`config.mk`:
```
export PLATFORM = sky130hd
export DESIGN_NAME = ivl_timer
export DESIGN_NICKNAME = d
export VERILOG_FILES = /design/src/rtl/ivl_timer_pkg.sv /design/src/rtl/timer_regs.sv /design/src/rtl/timer_core.sv /design/src/rtl/timer_pin.sv /design/src/rtl/ivl_timer.sv
export SDC_FILE = /design/constraint.sdc
export NUM_CORES = 1
export LEC_CHECK = 0
export ABC_AREA = 1
export CAP_MARGIN = 0
export CORE_MARGIN = 2
export CORE_UTILIZATION = 50
export DETAILED_ROUTE_END_ITERATION = 12
export PLACE_DENSITY = 0.83
export SYNTH_ARGS = -nofsm -noshare
export SYNTH_HDL_FRONTEND = slang
export SYNTH_HIERARCHICAL = 1
export SYNTH_SLANG_ARGS = --single-unit
```
`constraint.sdc`:
```
create_clock -name clk -period 2.3 [get_ports clk]
set_clock_uncertainty 0.1 [all_clocks]
set_input_delay 0.575 -clock clk [delete_from_list [all_inputs] [get_ports clk]]
set_output_delay 0.575 -clock clk [all_outputs]
set_load 0.01 [all_outputs]
```
`src/rtl/ivl_timer_pkg.sv`:
```
package ivl_timer_pkg;

   typedef enum logic [2:0] {
      A_CNT_LO = 3'd0,
      A_CNT_HI = 3'd1,
      A_LAT_LO = 3'd2,
      A_LAT_HI = 3'd3,
      A_CTRL   = 3'd4,
      A_FLAG   = 3'd5,
      A_IEN    = 3'd6,
      A_NONE   = 3'd7
   } reg_addr_e;

   localparam int CTRL_FREE_BIT = 0;
   localparam int CTRL_PIN_BIT  = 1;
   localparam int FLAG_BIT      = 0;
   localparam int IEN_BIT       = 0;

endpackage

```
`src/rtl/timer_regs.sv`:
```
module timer_regs
   import ivl_timer_pkg::*;
#(
   parameter int DATA_W = 8,
   parameter int CNT_W  = 2 * DATA_W
) (
   input  logic              clk,
   input  logic              rst_n,
   input  logic              cs,
   input  logic              we,
   input  logic [2:0]        addr,
   input  logic [DATA_W-1:0] wdata,
   input  logic [CNT_W-1:0]  cnt_i,
   input  logic              flag_i,
   output logic [DATA_W-1:0] rdata_o,
   output logic              load_o,
   output logic              flag_clr_o,
   output logic [CNT_W-1:0]  load_val_o,
   output logic [CNT_W-1:0]  reload_val_o,
   output logic              free_run_o,
   output logic              pin_en_o,
   output logic              irq_en_o
);

   localparam int HALF_W = CNT_W / 2;

   reg_addr_e         a;
   logic [DATA_W-1:0] lat_lo_q, lat_hi_q;
   logic              free_q, pin_en_q, ien_q;
   logic              wr, rd;

   assign a  = reg_addr_e'(addr);
   assign wr = cs & we;
   assign rd = cs & ~we;

   always_ff @(posedge clk or negedge rst_n) begin
      if (!rst_n) begin
         lat_lo_q <= '0;
         lat_hi_q <= '0;
         free_q   <= 1'b0;
         pin_en_q <= 1'b0;
         ien_q    <= 1'b0;
      end else if (wr) begin
         case (a)
            A_CNT_LO, A_LAT_LO: lat_lo_q <= wdata;
            A_CNT_HI, A_LAT_HI: lat_hi_q <= wdata;
            A_CTRL: begin
               free_q   <= wdata[CTRL_FREE_BIT];
               pin_en_q <= wdata[CTRL_PIN_BIT];
            end
            A_IEN:   ien_q <= wdata[IEN_BIT];
            default: ;
         endcase
      end
   end

   assign load_o       = wr & (a == A_CNT_HI);
   assign flag_clr_o   = (rd & (a == A_CNT_LO)) | (wr & (a == A_FLAG) & wdata[FLAG_BIT]);
   assign load_val_o   = {wdata, lat_lo_q};
   assign reload_val_o = {lat_hi_q, lat_lo_q};
   assign free_run_o   = free_q;
   assign pin_en_o     = pin_en_q;
   assign irq_en_o     = ien_q;

   always_comb begin
      rdata_o = '0;
      case (a)
         A_CNT_LO: rdata_o = cnt_i[HALF_W-1:0];
         A_CNT_HI: rdata_o = cnt_i[CNT_W-1:HALF_W];
         A_LAT_LO: rdata_o = lat_lo_q;
         A_LAT_HI: rdata_o = lat_hi_q;
         A_CTRL: begin
            rdata_o[CTRL_FREE_BIT] = free_q;
            rdata_o[CTRL_PIN_BIT]  = pin_en_q;
         end
         A_FLAG:  rdata_o[FLAG_BIT] = flag_i;
         A_IEN:   rdata_o[IEN_BIT]  = ien_q;
         default: rdata_o = '0;
      endcase
   end

endmodule

```
`src/rtl/timer_core.sv`:
```
module timer_core #(
   parameter int CNT_W = 16
) (
   input  logic             clk,
   input  logic             rst_n,
   input  logic             tick,
   input  logic             load,
   input  logic [CNT_W-1:0] load_val,
   input  logic [CNT_W-1:0] reload_val,
   input  logic             free_run,
   input  logic             flag_clr,
   output logic [CNT_W-1:0] cnt_o,
   output logic             flag_o,
   output logic             timeout_o,
   output logic             fire_o
);

   logic [CNT_W-1:0] cnt_q;
   logic             flag_q, armed_q;
   logic             at_zero;

   assign at_zero   = (cnt_q == '0);
   assign timeout_o = tick & ~load & at_zero;
   assign fire_o    = timeout_o & (free_run | armed_q);

   always_ff @(posedge clk or negedge rst_n) begin
      if (!rst_n) begin
         cnt_q   <= '0;
         armed_q <= 1'b0;
      end else if (load) begin
         cnt_q   <= load_val;
         armed_q <= 1'b1;
      end else if (tick) begin
         if (at_zero && free_run) cnt_q <= reload_val;
         else                     cnt_q <= cnt_q - 1'b1;
         if (fire_o && !free_run) armed_q <= 1'b0;
      end
   end

   always_ff @(posedge clk or negedge rst_n) begin
      if (!rst_n)                flag_q <= 1'b0;
      else if (fire_o)           flag_q <= 1'b1;
      else if (load || flag_clr) flag_q <= 1'b0;
   end

   assign cnt_o  = cnt_q;
   assign flag_o = flag_q;


   load_start_chk: assert property (@(posedge clk) disable iff (!rst_n)
      load |=> (cnt_q == $past(load_val)) && !flag_q && armed_q);


   hold_chk: assert property (@(posedge clk) disable iff (!rst_n)
      (!tick && !load) |=> $stable(cnt_q));


   step_chk: assert property (@(posedge clk) disable iff (!rst_n)
      (tick && !load && !at_zero) |=> cnt_q == CNT_W'($past(cnt_q) - 1'b1));


   free_reload_chk: assert property (@(posedge clk) disable iff (!rst_n)
      (timeout_o && free_run) |=> (cnt_q == $past(reload_val)) && flag_q);


   one_shot_once_chk: assert property (@(posedge clk) disable iff (!rst_n)
      (timeout_o && !free_run && !armed_q) |=> !$rose(flag_q));

endmodule

```
`src/rtl/timer_pin.sv`:
```
module timer_pin #(
   parameter bit HAS_PIN = 1'b1
) (
   input  logic clk,
   input  logic rst_n,
   input  logic load,
   input  logic timeout,
   input  logic fire,
   input  logic free_run,
   input  logic pin_en,
   output logic pin_o
);

   generate
      if (HAS_PIN) begin : g_pin
         logic pin_q;

         always_ff @(posedge clk or negedge rst_n) begin
            if (!rst_n)                   pin_q <= 1'b1;
            else if (load)                pin_q <= 1'b0;
            else if (timeout && free_run) pin_q <= ~pin_q;
            else if (fire)                pin_q <= 1'b1;
         end

         assign pin_o = pin_en ? pin_q : 1'b1;


         pin_load_low_chk: assert property (@(posedge clk) disable iff (!rst_n)
            load |=> !pin_q);


         pin_toggle_chk: assert property (@(posedge clk) disable iff (!rst_n)
            (timeout && free_run) |=> pin_q != $past(pin_q));


         pin_off_chk: assert property (@(posedge clk) disable iff (!rst_n)
            !pin_en |-> pin_o);
      end else begin : g_nopin
         assign pin_o = 1'b1;
      end
   endgenerate

endmodule

```
`src/rtl/ivl_timer.sv`:
```
module ivl_timer
   import ivl_timer_pkg::*;
#(
   parameter int DATA_W  = 8,
   parameter int CNT_W   = 16,
   parameter bit HAS_PIN = 1'b1
) (
   input  logic              clk,
   input  logic              rst_n,
   input  logic              tick,
   input  logic              cs,
   input  logic              we,
   input  logic [2:0]        addr,
   input  logic [DATA_W-1:0] wdata,
   output logic [DATA_W-1:0] rdata,
   output logic              irq,
   output logic              tmr_pin
);

   generate
      if (CNT_W != 2 * DATA_W) begin : g_bad_width
         $error("ivl_timer: CNT_W must be twice DATA_W");
      end
      if (DATA_W < 2) begin : g_bad_data
         $error("ivl_timer: DATA_W must hold the two control bits");
      end
   endgenerate

   logic [CNT_W-1:0] cnt, load_val, reload_val;
   logic             flag, load, flag_clr, free_run, pin_en, irq_en;
   logic             timeout, fire;

   timer_regs #(.DATA_W(DATA_W), .CNT_W(CNT_W)) u_regs (
      .clk          (clk),
      .rst_n        (rst_n),
      .cs           (cs),
      .we           (we),
      .addr         (addr),
      .wdata        (wdata),
      .cnt_i        (cnt),
      .flag_i       (flag),
      .rdata_o      (rdata),
      .load_o       (load),
      .flag_clr_o   (flag_clr),
      .load_val_o   (load_val),
      .reload_val_o (reload_val),
      .free_run_o   (free_run),
      .pin_en_o     (pin_en),
      .irq_en_o     (irq_en)
   );

   timer_core #(.CNT_W(CNT_W)) u_core (
      .clk        (clk),
      .rst_n      (rst_n),
      .tick       (tick),
      .load       (load),
      .load_val   (load_val),
      .reload_val (reload_val),
      .free_run   (free_run),
      .flag_clr   (flag_clr),
      .cnt_o      (cnt),
      .flag_o     (flag),
      .timeout_o  (timeout),
      .fire_o     (fire)
   );

   timer_pin #(.HAS_PIN(HAS_PIN)) u_pin (
      .clk      (clk),
      .rst_n    (rst_n),
      .load     (load),
      .timeout  (timeout),
      .fire     (fire),
      .free_run (free_run),
      .pin_en   (pin_en),
      .pin_o    (tmr_pin)
   );

   assign irq = flag & irq_en;


   rd_clear_chk: assert property (@(posedge clk) disable iff (!rst_n)
      (cs && !we && addr == A_CNT_LO && !fire) |=> !flag);


   latch_write_chk: assert property (@(posedge clk) disable iff (!rst_n)
      (cs && we && addr != A_CNT_HI && !tick) |=> $stable(cnt));


   set_wins_chk: assert property (@(posedge clk) disable iff (!rst_n)
      fire |=> flag);

endmodule

```
# After elaboration in Yosys (flattened, before gate mapping)
# Cells that the tools add are included.
# totals
inputBits	16
word_cells	64
out_inout_bits	10
reg_bits	38
# classes
addsub	1
n_mux	15
reduce_logical	18
eq_ne	6
bitwise_logic	15
# ops
operator	count
2-to-1 mux 16 bit	3
one-hot mux 6 bit (4 select lines)	1
zero test 16 bit	1
subtractor 16 x 1 -> 16 bit (second input constant)	1
AND 1 bit	10
AND reduction 2 bit	5
equality test 3 bit (second input constant)	3
2-to-1 mux 1 bit	9
one-hot mux 1 bit (7 select lines)	1
equality test 3 x 2 -> 1 bit (second input constant)	2
nonzero test 2 bit	3
one-hot mux 1 bit (5 select lines)	1
OR reduction 2 bit	2
equality test 3 x 1 -> 1 bit (second input constant)	1
logical AND 1 bit	3
zero test 3 bit	1
NOT 1 bit	3
nonzero test 3 bit	1
bitwise OR 1 bit	2
zero test 1 bit	1
logical OR 1 bit	1

# Logic depth before layout (Yosys ltp)
# logic_depth
ltp_word	10
ltp_mapped	14
depth_no_buf	11

# By module
# The synthesis kept the hierarchy.
# by_module_without_submodules
module	instances	seq_area_each_um2	cells_each	area_each_um2
timer_core	1	450.4	231	1567.8
timer_regs	1	475.5	166	1298.7
timer_pin	1	26.3	10	62.6
ivl_timer	1	0.0	2	7.5

# Worst setup path before layout
# OpenSTA, ideal clock, no wires.
# synth_timing
path_type	input -> register
startpoint	in addr[0]
endpoint	reg u_core.cnt_q[14] (netlist: u_core/cnt_o[14])
setup_time_ps	121
path_slack_ps	146
stages	13
required_ps	2079
arrival_ps	1932
n_path_buf	4
cell_sequence	buf_6 -> inv_4 -> nor2_8 -> nand2_4 -> buf_6 -> nor2_1 -> buf_2 -> inv_1 -> nand2_1 -> inv_1 -> buf_2 -> nand3_1 -> nand2_1
# synth_between
elab_chain_len	3
word_cells_on_any_way	4
classes_between	eq/ne: 1; mux: 1; bitwise: 1; reduce/logical: 1
# synth_lines
element	line	text
start, declared	ivl_timer.sv:13	input logic [2:0] addr,
equality test 3 x 1 -> 1 bit (*)	timer_regs.sv:57	assign load_o = wr & (a == A_CNT_HI);
AND 1 bit (*)	timer_regs.sv:57	
named net load	ivl_timer.sv:30	logic flag, load, flag_clr, free_run, pin_en, irq_en;
2-to-1 mux 16 bit / nonzero test 2 bit (equally long branches)	-	
end signal, assigned	timer_core.sv:31	cnt_q <= load_val;
end signal, assigned	timer_core.sv:34	if (at_zero && free_run) cnt_q <= reload_val;
end signal, assigned	timer_core.sv:35	else cnt_q <= cnt_q - 1'b1;
end, declared	timer_core.sv:18	logic [CNT_W-1:0] cnt_q;
# The timed path passes the listed nets; every way through them passes the cells marked *.
# A chain may end at the register's enable or synchronous reset.

# Worst setup path in the final report
# layout_timing
startpoint	in addr[2]
endpoint	out rdata[3]
# layout_between
elab_chain_len	2
word_cells_on_any_way	5
classes_between	eq/ne: 3; mux: 1; reduce/logical: 1
# layout_lines
element	line	text
equality test 3 x 2 -> 1 bit (tied with other cells)	timer_regs.sv:67	case (a)
one-hot mux 6 bit (4 select lines) (*)	timer_regs.sv:67	
end, declared	ivl_timer.sv:15	output logic [DATA_W-1:0] rdata,
# Mark *: on every way between the ends. The rest lies on a longest branch, timed or not.

==> tab_implementation.tex <==
\begin{tabular}{lr}
\hline
Metric & Value \\
\hline
\multicolumn{2}{l}{\textbf{Floorplanning}} \\
\quad Number of placement rows & 27 \\
\quad Die Footprint & between 0.006 and 0.007 sq mm \\
\quad Horizontal die dimension & 80.6 um \\
\quad Floorplan die height & about 80 um \\
\quad I/O pins & 26 \\
\quad Core area & 0.00557 sq mm \\
\quad Effective utilization at floorplan & roughly 53\% \\
\multicolumn{2}{l}{\textbf{Place}} \\
\quad Post-DP HPWL & 5710 um \\
\quad DP Area & 0.00328 sq mm \\
\quad Post-placement cell count & 501 \\
\quad Final weighted congestion in routability-driven placement & 0.929 \\
\quad Number of port buffers & 25 \\
\multicolumn{2}{l}{\textbf{STA}} \\
\quad Fmax achieved & 459 MHz \\
\quad Post-route worst hold slack & between 0.2 and 0.25 ns \\
\quad Final Cycle Share & 94.7\% \\
\quad Unrepaired setup endpoints after global routing & false \\
\quad Transition time of the tightest slew-check pin & 0.491 ns \\
\quad Time the final worst path needs with I/O delays and setup & 2.18 ns \\
\quad Count of final setup violators & 0 \\
\quad Count of pins over their slew limit & 0 \\
\quad Final Hold Violating Endpoints & 0 \\
\quad Slew headroom & approximately two thirds \\
\quad Setup\_tns & 0 ns \\
\multicolumn{2}{l}{\textbf{Synthesis}} \\
\quad Syn\_nets & 427 \\
\quad Sequential element share of the synthesized area & 32.4\% \\
\quad Post-synthesis cell count & 409 \\
\quad Post-Synthesis Cell Area & 0.00294 sq mm \\
\quad Synthesized flop and latch total & 38 \\
\quad Synthesis warning total & 6 \\
\quad Average instance area after synthesis & roughly 7 sq um \\
\quad Yosys cell types & 31 \\
\multicolumn{2}{l}{\textbf{Drt}} \\
\quad Count of routing violations after the opening detailed-route iteration & 339 \\
\quad Wirelength, routed & slightly above 8000 um \\
\quad Residual DRC count & 0 \\
\quad Remaining number of nets flagged by the antenna check after routing & 0 \\
\quad Routed length per placed instance & 16.1 um \\
\quad Post-detailed-route via-to-cell ratio & between 5 and 6 \\
\quad Vias after detailed routing & 3031 \\
\quad First-pass DRT Iterations & 6 \\
\multicolumn{2}{l}{\textbf{Power and ir drop}} \\
\quad Peak ir drop on the vdd network & 0.554 mV \\
\quad Cell leakage power & 1.75 nW \\
\quad Power per Cell Area & 1020 mW/mm\^{}2 \\
\multicolumn{2}{l}{\textbf{Cells and area}} \\
\quad Total Nets Final & 460 \\
\quad Final design instance area without fill & 0.00345 sq mm \\
\quad Post-Layout Cell Count & 515 \\
\quad Ratio of cells with drive above 1 in the final layout & 20.8\% \\
\quad Fill cell total of the finished layout & 459 \\
\quad Area growth, synth to finish & 17.4\% \\
\quad Number of antenna cells inserted & 0 \\
\multicolumn{2}{l}{\textbf{Critical path}} \\
\quad Setup slack of the worst register-to-register path & about 0.29 ns \\
\quad Largest fanout of any net on the critical path & 5 \\
\quad Combined buffer and inverter count along the critical path & 5 \\
\quad Crit start category & input pin \\
\quad Most common cell type on the critical path & buf\_2 \\
\quad Max stage delay on crit path & 0.16 ns \\
\quad Path type of the worst setup path & in2out \\
\quad Slowest cell on the critical path & buf\_2 \\
\quad Critical path data required time & roughly 1.6 ns \\
\quad Crit Reg-Reg Startpoint & u\_core/cnt\_o[0]\$\_DFFE\_PN0P\_ \\
\quad Largest delay contributor family on the critical path & buffers and inverters \\
\quad Cells traversed along the worst timing path & buf\_2 -> inv\_2 -> nand2\_4 -> nor2\_4 -> buf\_6 -> buf\_4 -> nand2\_1 -> nand4\_1 -> buf\_2 \\
\quad Signal arrival time at the worst endpoint & about 1.5 ns \\
\quad Nature of the critical path endpoint & output pin \\
\quad Worst setup path startpoint & addr[2] \\
\multicolumn{2}{l}{\textbf{Outcome}} \\
\quad Run status & completed \\
\multicolumn{2}{l}{\textbf{CTS}} \\
\quad Clk slew on worst S/H paths & 0.08 ns \\
\quad Max clock buf depth & 2 \\
\quad Root buffer cell & clkbuf\_8 \\
\quad H-tree depth & 2 \\
\quad CTS Sinks & 38 \\
\quad Number of CTS-inserted buffers & 5 \\
\quad Clock tree from TritonCTS & done \\
\quad Clock latency at the later pin of the worst-skew pair & 0.29 ns \\
\multicolumn{2}{l}{\textbf{Global routing}} \\
\quad Antenna violations before repair & 0 \\
\quad Wire length of the first global-routing pass & 13800 um \\
\quad Global Route Usage Sum & 27.2\% \\
\quad Number of global-route vias before repair & roughly 3000 \\
\quad GRT Residual Overflow & 0 \\
\quad Pin count of the biggest net entering global routing & 39 \\
\multicolumn{2}{l}{\textbf{Min path}} \\
\quad Hold WC Path Type & in2async \\
\multicolumn{2}{l}{\textbf{Flow run}} \\
\quad Max-capacitance violation count & 0 \\
\hline
\end{tabular}
-- kinds of logic after synthesis --
family,Yosys count,synth area share (%)
buf+inv,83,14.9
flops,38,32.4
compound gates,39,9.16
fa+ha+maj,2,0.852
xor+xnor,4,1.19
simple gates,243,41.5
-- area by class of cell --
cell class	instances	area [sq um]	area share, %
Tap cell	72	90.1	2.61
Timing Repair Buffer	58	507	14.7
Clock inverter	2	60.1	1.74
Inverter	51	196	5.70
Sequential cell	38	952	27.6
Multi-Input combinational cell	288	1560	45.2
Clock buffer	6	82.6	2.40
-- stage by stage --
| stage | power [mW] | setup slack [ns] | utilization [%] |
|---|---|---|---|
| 6_report | 3.52 | 0.122 | 61.8 |
| 5_1_grt | 3.74 | 0.0695 | 61.8 |
| 4_1_cts | 3.46 | -0.00103 | 62.0 |
| 3_5_place_dp | 2.77 | -0.607 | 58.9 |
| 3_3_place_gp | 2.71 | -0.593 | 58.9 |
| 2_1_floorplan | 2.30 | 0.146 | - |
-- metal layers --
layer	up-vias	global-route usage (%)	part of all wire (%)
met5	-	0	0
met4	0	8.98	2.5
met3	29	3.60	9.2
met2	178	46.1	49
met1	1429	35.8	40
li1	1395	-	-
-- state kept, by name, indices dropped and copies added, names as in the netlist --
| signal | cells |
|---|---|
| u_regs/lat_hi_q | 8 |
| u_core/armed_q | 1 |
| u_regs/pin_en_o | 1 |
| u_core/cnt_o | 16 |
| u_regs/free_run_o | 1 |
| u_regs/lat_lo_q | 8 |
| u_pin/g_pin.pin_q | 1 |
| u_core/flag_o | 1 |
| u_regs/irq_en_o | 1 |
-- layout by cell type (no fill, tap or decap), drive strengths merged, types with 13 or more instances in the layout --
master	count
buf	43
a22oi	16
nand2	111
nor2	44
nand4	30
nand3	49
dfrtp	37
o21ai	22
inv	51
clkdlybuf4s50	13
-- worst paths after layout --
path,endpoint,cells past startpoint
worst max-delay path,rdata[3],9
worst min-delay path,u_core/cnt_o[8]$_DFFE_PN0P_,2
worst max register to register,u_core/cnt_o[15]$_DFFE_PN0P_,10
worst min register to register,u_regs/irq_en_o$_DFFE_PN0P_,2
max in group asynchronous,u_pin/g_pin.pin_q$_DFFE_PN1P_,2
min in group clk,u_regs/irq_en_o$_DFFE_PN0P_,2
-- Yosys cell counts --
cell	count	area [sq um]
nor2_2	7	43.8
a22oi_1	16	120
buf_4	19	143
buf_6	6	67.6
inv_2	4	15.0
clkbuf_1	1	3.75
nor2_8	3	60.1
nand3_4	2	35.0
or2_2	1	6.26
buf_2	6	30.0
xor2_1	2	17.5
inv_4	1	6.26
ha_1	2	25.0
nand3b_1	3	22.5
o21ai_2	8	70.1
nor3_1	3	15.0
o21ai_0	4	20.0
o2111ai_1	1	8.76
dfrtp_1	37	926
nand4_1	30	188
nor3_2	2	20.0
dfstp_2	1	26.3
nand3_1	47	235
nor2_4	4	45.0
nand2_4	1	11.3
o21ai_1	10	50.1
nand2_1	106	398
xnor2_1	2	17.5
nor2_1	30	113
inv_1	46	173
nand2_2	4	25.0
-- where the power goes --
group | total, mW | internal, mW | leakage (nW) | switching (mW)
clock network | 0.702 | 0.463 | 0.0714 | 0.240
registers | 1.19 | 0.881 | 0.479 | 0.305
logic | 1.63 | 0.597 | 1.20 | 1.03
total | 3.52 | 1.94 | 1.75 | 1.58
-- repair_timing --
item / 4_1_cts / 5_1_grt
pin swaps: 7 / 4
gates resized for setup: 44 / 8
endpoints found under the setup margin: 26 / 6
hold buffers: 0 / 0
setup buffers: 6 / 0
No activity file was read; power rests on OpenSTA's default activity.
